===== src/rtl/bp_gate_pkg.sv =====
package bp_gate_pkg;
  typedef enum logic [1:0] {
    NX_OTHER  = 2'd0,
    NX_SEQ    = 2'd1,
    NX_DIRECT = 2'd2,
    NX_RSVD   = 2'd3
  } nextKind_e;

  typedef struct packed {
    logic issue;     // a fetch step happens
    logic gatePred;  // predictor and target-buffer data off
    logic skipTag;   // target-buffer tag compare may be skipped
    logic selJump;   // decoded jump target replaces the prediction
  } gateStrobe_t;
endpackage


===== src/rtl/bp_gate_ctrl.sv =====
module bp_gate_ctrl
  import bp_gate_pkg::*;
#(
  parameter int NUM_INSTR   = 16,
  parameter int BTB_ENTRIES = 16
) (
  input  logic        clk,
  input  logic        rst,
  input  logic        stepValid,
  input  logic [1:0]  nextKind,
  input  logic        nextGuaranteed,
  input  logic        nextNtBit,
  input  logic        curIsJump,
  input  logic        nsnbRd,
  input  logic        ntnbRd,
  output gateStrobe_t strobe
);
  nextKind_e kind;
  logic guarSeq, guarDir, jumpHit, gateAny, tagSkipOk;

  assign kind = nextKind_e'(nextKind);

  // Tag skipping is only sound when every cached instruction can own a buffer entry.
  generate
    if (BTB_ENTRIES >= NUM_INSTR) begin : g_tagSkip
      assign tagSkipOk = 1'b1;
    end else begin : g_noTagSkip
      assign tagSkipOk = 1'b0;
    end
  endgenerate

  always_comb begin
    guarSeq = nextGuaranteed && (kind == NX_SEQ);
    guarDir = nextGuaranteed && (kind == NX_DIRECT);
    jumpHit = guarDir && curIsJump;
    gateAny = jumpHit || (guarSeq && nsnbRd) || (guarDir && ntnbRd);
    strobe.issue    = stepValid;
    strobe.gatePred = stepValid && gateAny;
    strobe.selJump  = stepValid && jumpHit;
    strobe.skipTag  = stepValid && guarSeq && nextNtBit && tagSkipOk;
  end

  // an unguaranteed next fetch never gates the predictor
  assert_unguaranteed_open_R8: assert property (@(posedge clk) disable iff (rst)
    (stepValid && !nextGuaranteed) |-> !strobe.gatePred);

  // a jump selection only comes with the arrays gated
  assert_jump_gated_R7: assert property (@(posedge clk) disable iff (rst)
    strobe.selJump |-> strobe.gatePred);
endmodule


===== src/rtl/bp_gate_dp.sv =====
module bp_gate_dp
  import bp_gate_pkg::*;
#(
  parameter int FETCH_W   = 2,
  parameter int LINE_W    = 4,
  parameter int NUM_LINES = 4,
  parameter int PC_W      = 30,
  parameter int JF_W      = 26,
  localparam int NUM_INSTR = LINE_W * NUM_LINES,
  localparam int GPL       = LINE_W / FETCH_W,
  localparam int NUM_GRP   = NUM_LINES * GPL,
  localparam int GIDX_W    = $clog2(NUM_GRP),
  localparam int LIDX_W    = $clog2(NUM_LINES),
  localparam int IIDX_W    = $clog2(NUM_INSTR),
  localparam int SLOT_W    = (FETCH_W > 1) ? $clog2(FETCH_W) : 1
) (
  input  logic                   clk,
  input  logic                   rst,
  input  logic                   fillValid,
  input  logic [LIDX_W-1:0]      fillLine,
  input  logic                   fillSeq,
  input  logic [LINE_W-1:0]      fillNb,
  input  logic                   ntUpdValid,
  input  logic [IIDX_W-1:0]      ntUpdIdx,
  input  logic [SLOT_W-1:0]      ntUpdSlot,
  input  logic [FETCH_W-1:0]     ntUpdNb,
  input  logic [GIDX_W-1:0]      curGroup,
  input  logic [SLOT_W-1:0]      curSlot,
  input  logic [PC_W-JF_W-1:0]   curPcHigh,
  input  logic [JF_W-1:0]        jumpField,
  input  gateStrobe_t            strobe,
  output logic                   nsnbRd,
  output logic                   ntnbRd,
  output logic                   predEn,
  output logic                   btbDataEn,
  output logic                   btbTagEn,
  output logic                   jumpSel,
  output logic [PC_W-1:0]        jumpTgt,
  output logic                   updSuppress
);
  localparam logic [NUM_INSTR-1:0] LINE_MASK = NUM_INSTR'((1 << LINE_W) - 1);

  logic [NUM_GRP-1:0]   nsnbQ, nsnbN;
  logic [NUM_INSTR-1:0] ntnbQ, ntnbN;
  logic [GPL-1:0]       grpAllNb, fillNsnb;
  logic [IIDX_W-1:0]    curInst;
  logic                 ntVal, gatedQ;

  // Per-group AND of the fill's predecode flags.
  generate
    for (genvar k = 0; k < GPL; k++) begin : g_grpNb
      assign grpAllNb[k] = &fillNb[k*FETCH_W +: FETCH_W];
    end
  endgenerate

  // Each group inherits the flags of the group after it; the last one gets 0.
  assign fillNsnb = GPL'(grpAllNb >> 1);

  always_comb begin
    curInst = IIDX_W'(int'(curGroup) * FETCH_W + ((FETCH_W > 1) ? int'(curSlot) : 0));
    nsnbRd  = nsnbQ[curGroup];
    ntnbRd  = ntnbQ[curInst];
  end

  always_comb begin
    ntVal = 1'b1;
    for (int s = 0; s < FETCH_W; s++) begin
      if (FETCH_W == 1 || s >= int'(ntUpdSlot)) ntVal = ntVal & ntUpdNb[s];
    end
  end

  always_comb begin
    nsnbN = nsnbQ;
    ntnbN = ntnbQ;
    if (ntUpdValid) ntnbN[ntUpdIdx] = ntVal;
    if (fillValid) begin
      nsnbN[GIDX_W'((int'(fillLine) * GPL + NUM_GRP - 1) % NUM_GRP)] = fillSeq & grpAllNb[0];
      for (int k = 0; k < GPL; k++) begin
        nsnbN[GIDX_W'(int'(fillLine) * GPL + k)] = fillNsnb[k];
      end
      for (int i = 0; i < LINE_W; i++) begin
        ntnbN[IIDX_W'(int'(fillLine) * LINE_W + i)] = 1'b0;
      end
    end
  end

  always_ff @(posedge clk) begin
    if (rst) begin
      nsnbQ       <= '0;
      ntnbQ       <= '0;
      predEn      <= 1'b0;
      btbDataEn   <= 1'b0;
      btbTagEn    <= 1'b0;
      jumpSel     <= 1'b0;
      jumpTgt     <= '0;
      gatedQ      <= 1'b0;
      updSuppress <= 1'b0;
    end else begin
      nsnbQ       <= nsnbN;
      ntnbQ       <= ntnbN;
      predEn      <= strobe.issue && !strobe.gatePred;
      btbDataEn   <= strobe.issue && !strobe.gatePred;
      btbTagEn    <= strobe.issue && !strobe.gatePred && !strobe.skipTag;
      jumpSel     <= strobe.selJump;
      jumpTgt     <= strobe.selJump ? {curPcHigh, jumpField} : '0;
      gatedQ      <= strobe.gatePred;
      updSuppress <= gatedQ;
    end
  end

  assert_pred_btb_pair_R2: assert property (@(posedge clk) disable iff (rst)
    predEn == btbDataEn);

  assert_tag_under_data_R9: assert property (@(posedge clk) disable iff (rst)
    btbTagEn |-> btbDataEn);

  assert_jump_arrays_off_R7: assert property (@(posedge clk) disable iff (rst)
    jumpSel |-> (!predEn && !btbTagEn));

  assert_suppress_follows_R10: assert property (@(posedge clk) disable iff (rst)
    gatedQ |=> updSuppress);

  assert_suppress_only_after_gate_R10: assert property (@(posedge clk) disable iff (rst)
    !gatedQ |=> !updSuppress);

  assert_fill_clears_target_R6: assert property (@(posedge clk) disable iff (rst)
    fillValid |=> ((ntnbQ >> (LINE_W * $past(int'(fillLine)))) & LINE_MASK) == '0);

  assert_fill_last_group_R3: assert property (@(posedge clk) disable iff (rst)
    fillValid |=> ((nsnbQ >> ($past(int'(fillLine)) * GPL + GPL - 1)) & NUM_GRP'(1)) == '0);
endmodule


===== src/rtl/bp_access_gate.sv =====
module bp_access_gate
  import bp_gate_pkg::*;
#(
  parameter int FETCH_W     = 2,
  parameter int LINE_W      = 4,
  parameter int NUM_LINES   = 4,
  parameter int BTB_ENTRIES = 16,
  parameter int PC_W        = 30,
  parameter int JF_W        = 26,
  localparam int NUM_INSTR = LINE_W * NUM_LINES,
  localparam int NUM_GRP   = NUM_LINES * (LINE_W / FETCH_W),
  localparam int GIDX_W    = $clog2(NUM_GRP),
  localparam int LIDX_W    = $clog2(NUM_LINES),
  localparam int IIDX_W    = $clog2(NUM_INSTR),
  localparam int SLOT_W    = (FETCH_W > 1) ? $clog2(FETCH_W) : 1
) (
  input  logic                 clk,
  input  logic                 rst,
  input  logic                 fillValid,
  input  logic [LIDX_W-1:0]    fillLine,
  input  logic                 fillSeq,
  input  logic [LINE_W-1:0]    fillNb,
  input  logic                 ntUpdValid,
  input  logic [IIDX_W-1:0]    ntUpdIdx,
  input  logic [SLOT_W-1:0]    ntUpdSlot,
  input  logic [FETCH_W-1:0]   ntUpdNb,
  input  logic                 stepValid,
  input  logic [GIDX_W-1:0]    curGroup,
  input  logic [SLOT_W-1:0]    curSlot,
  input  logic [1:0]           nextKind,
  input  logic                 nextGuaranteed,
  input  logic                 nextNtBit,
  input  logic                 curIsJump,
  input  logic [PC_W-JF_W-1:0] curPcHigh,
  input  logic [JF_W-1:0]      jumpField,
  output logic                 predEn,
  output logic                 btbDataEn,
  output logic                 btbTagEn,
  output logic                 jumpSel,
  output logic [PC_W-1:0]      jumpTgt,
  output logic                 updSuppress
);
  gateStrobe_t strobe;
  logic nsnbRd, ntnbRd;

  bp_gate_ctrl #(.NUM_INSTR(NUM_INSTR), .BTB_ENTRIES(BTB_ENTRIES)) ctrl_i (
    .clk(clk), .rst(rst), .stepValid(stepValid), .nextKind(nextKind),
    .nextGuaranteed(nextGuaranteed), .nextNtBit(nextNtBit), .curIsJump(curIsJump),
    .nsnbRd(nsnbRd), .ntnbRd(ntnbRd), .strobe(strobe)
  );

  bp_gate_dp #(.FETCH_W(FETCH_W), .LINE_W(LINE_W), .NUM_LINES(NUM_LINES),
               .PC_W(PC_W), .JF_W(JF_W)) dp_i (
    .clk(clk), .rst(rst), .fillValid(fillValid), .fillLine(fillLine), .fillSeq(fillSeq),
    .fillNb(fillNb), .ntUpdValid(ntUpdValid), .ntUpdIdx(ntUpdIdx), .ntUpdSlot(ntUpdSlot),
    .ntUpdNb(ntUpdNb), .curGroup(curGroup), .curSlot(curSlot), .curPcHigh(curPcHigh),
    .jumpField(jumpField), .strobe(strobe), .nsnbRd(nsnbRd), .ntnbRd(ntnbRd),
    .predEn(predEn), .btbDataEn(btbDataEn), .btbTagEn(btbTagEn), .jumpSel(jumpSel),
    .jumpTgt(jumpTgt), .updSuppress(updSuppress)
  );

  // no step, no array access and no jump selection
  assert_idle_quiet_R11: assert property (@(posedge clk) disable iff (rst)
    !stepValid |=> (!predEn && !btbDataEn && !btbTagEn && !jumpSel));
endmodule


===== config.mk =====
export PLATFORM = sky130hd
export DESIGN_NAME = bp_access_gate
export DESIGN_NICKNAME = d
export VERILOG_FILES = /design/src/rtl/bp_gate_pkg.sv /design/src/rtl/bp_gate_ctrl.sv /design/src/rtl/bp_gate_dp.sv /design/src/rtl/bp_access_gate.sv
export SDC_FILE = /design/constraint.sdc
export NUM_CORES = 1
export LEC_CHECK = 0
export ABC_AREA = 0
export CORE_ASPECT_RATIO = 0.75
export CORE_MARGIN = 10
export CORE_UTILIZATION = 52
export DETAILED_ROUTE_END_ITERATION = 6
export DONT_BUFFER_PORTS = 1
export PLACE_DENSITY = 0.64
export SETUP_SLACK_MARGIN = 0.15
export SLEW_MARGIN = 20
export SYNTH_ARGS = -nofsm -noshare
export SYNTH_HDL_FRONTEND = slang
export SYNTH_SLANG_ARGS = --single-unit

===== constraint.sdc =====
create_clock -name clk -period 2.29 [get_ports clk]
set_input_delay 0.229 -clock clk [delete_from_list [all_inputs] [get_ports clk]]
set_output_delay 0.229 -clock clk [all_outputs]
set_load 0.1 [all_outputs]

==> reports/metrics.yaml <==
power:
  power_density_nw_per_um2: 813
  clkPwrFrac: 0.503
  power_frac_comb: 0.061
  total_power_w: 0.00239
  power_frac_seq: 0.436
  internal-power_w: 0.00189
  peakVddDrop_mv: 0.486
  p_switching_w: 0.000496
  power_leakage_nw: 1.29
  switching_share: 0.208
global_routing:
  grt_use_met2: 0.238
  grt_usage: 0.151
  antenna_found_initial: 0
  use_met3: 0.0656
  grt_most_used_layer: "met2"
  grt_pass1_wl_um: 9320
  grt_pass1_vias: 1828
  grt_start_max_net_pins: 32
  grt_util_met1: 0.176
  overflow: 0
clock_network:
  cts_setup_buffers: 0
  post_cts_resized: 0
  cts.path.max_buffers: 2
  clk_pin_slew_worst_paths_ps: 70
  htreeDepth: 3
  cts.sinks: 59
  root_buffer: "clkbuf_8"
  clock_latency_ps: 330
  cts_buffers: 9
  cts_tree: "done"
floorplanning:
  ios: 93
  placementRows: 21
  start_util: 0.535
  coreArea_um2: 4440
  die_h_um: 78.5
  die-area_um2: 7700
  die_w_um: 98.0
sta:
  grt_setup_unrepaired: "false"
  hold_violations: 0
  finalSetupTns_ps: 0
  finClkSkew_ps: 5.40
  setup_viol: 0
  tightest_slew_ps: 585
  max_freq_mhz: 679
  min_period_ps: 1470
  relSlewSlack: 0.609
  drv_slew: 0
  fin_crit_sh: 0.643
logic_synthesis:
  synth-async-reset-ratio: 0
  synth_edf_count: 0
  synth.distinct_cells: 36
  syn_area_per_cell_um2: 9.94
  ys_ff_latch: 59
  ys_warn_count: 0
  synth_fp_nets: 303
  netlist_area_um2: 2370
  synthCells: 239
  synth_seq_area_share: 0.497
  synth_ff_type: "dfxtp_1"
cells_and_area:
  layout_common_cells: "dfxtp_1 (58), buf_4 (35), and2_1 (31)"
  final_nets: 341
  layout_commonest_cell: "dfxtp_1"
  syn_to_final_growth_pct: 23.6
  layoutNonFillerInstCount: 339
  antennaDiodeCount: 0
  drive_gt1_frac: 0.202
  stdcell_area_um2: 2930
placed_design:
  place.gp.congestion: 0.802
  dp.cells: 322
  post_dp_cell_area_um2: 2660
  port_buffers: 0
  dpl.hpwl_um: 4660
min_path:
  hp-class: "in -> reg"
  holdPathStages: 1
drt:
  wl_per_cell_um: 18.2
  first_iter_violations: 141
  wirelength_um: 6160
  antenna_left: 0
  first_pass_iters: 5
  vias_per_cell: 5.60
  vias: 1900
  drcViolationCount: 0
worst_setup_path:
  worstPathArrival_ps: 1720
  worstSetupPathType: "reg -> reg"
  cp.required_ps: 2540
  reg2reg_depth: 4
  endpoint_kind: "flip-flop"
  crit_path_start_kind: "flip-flop"
  critical_path.max_fanout: 3
run:
  drv_cap: 0
status:
  status: "completed"
-- logic make-up (layout without fill, tap and decap cells) --
group / after synthesis / in the layout / synth area share
AOI/OAI and AO/OA: 33 / 33 / 0.0911
DFF: 59 / 59 / 0.497
muxes: 16 / 16 / 0.0954
adders and majority gates: 6 / 6 / 0.0316
and+or+nand+nor: 114 / 114 / 0.262
buffers and inverters: 11 / 54 / 0.0227
-- worst paths after layout --
kind	start	to	slack [ps]
setup / recovery	dp_i.nsnbQ[1]	dp_i.btbTagEn	820
hold / removal	jumpField[13]	dp_i.jumpTgt[13]	20
setup reg to reg	dp_i.nsnbQ[1]	dp_i.btbTagEn	820
hold reg to reg	dp_i.gatedQ	dp_i.updSuppress	450
-- through the flow --
step,worst slack [ps],utilization,hold WS [ps]
CTS,827,0.661,6.99
floorplan,705,-,351
detailed placement,843,0.600,308
global placement,866,0.600,301
global route,731,0.661,0.858
finish,818,0.661,22.2
-- Yosys cell counts, types with 2 or more instances --
master	number	area, um^2
and2_1	31	194
nand2b_1	6	37.5
and4b_1	2	20.0
dfxtp_1	59	1180
ha_1	6	75.1
mux4_1	4	105
inv_1	2	7.51
nor3_1	3	15.0
o21bai_1	2	15.0
clkbuf_1	6	22.5
mux2i_1	11	110
nand3b_1	6	45.0
nand2_1	21	78.8
o21ai_0	9	45.0
nand3_1	9	45.0
a21oi_1	13	65.1
nor2b_1	7	43.8
nor2_1	22	82.6
a2111oi_0	2	17.5
nor3b_1	2	15.0
-- power groups by stage --
| stage | Clock (W) | Combinational (W) | Sequential, W |
|---|---|---|---|
| after floorplan | 0 | 0.0000852 | 0.00110 |
| after global placement | 0 | 0.000138 | 0.00106 |
| after detailed placement | 0 | 0.000141 | 0.00106 |
| after CTS | 0.00122 | 0.000145 | 0.00104 |
| after global routing | 0.00126 | 0.000154 | 0.00104 |
| final | 0.00120 | 0.000146 | 0.00104 |
-- timing repair --
| item | in CTS | in global routing |
|---|---|---|
| setup endpoints to repair | 0 | 0 |
| hold buffers | 1 | 0 |
| hold endpoints to repair | 7 | 0 |
-- critical path, cell delays in order (launching register included) --
cell and delay, ps:
dfxtp_1 320, mux4_1 540, a22oi_2 180, o31ai_2 120, nor4_2 240
-- layer usage --
metal / share of wire / vias to the layer above
met4: 0.019 / 0
met3: 0.13 / 15
met1: 0.38 / 876
met2: 0.47 / 115
li1: - / 894
met5: 0 / -
-- flip-flops by register name, indices dropped and copies added, names as in the netlist --
register          flops
dp_i.jumpTgt         30
dp_i.ntnbQ           16
dp_i.nsnbQ            8
dp_i.btbTagEn         1
dp_i.gatedQ           1
dp_i.jumpSel          1
dp_i.predEn           1
dp_i.updSuppress      1
-- final cells by class --
class / count / area [um^2]
fillers: 355 / 1510
flip-flops and latches: 59 / 1180
multi-input cells: 169 / 1140
repair buffers: 36 / 273
clock buffers: 12 / 165
clock inverters: 4 / 95.1
well taps: 57 / 71.3
inverters: 2 / 7.51
Note: power is estimated with default switching activity, not from simulation.
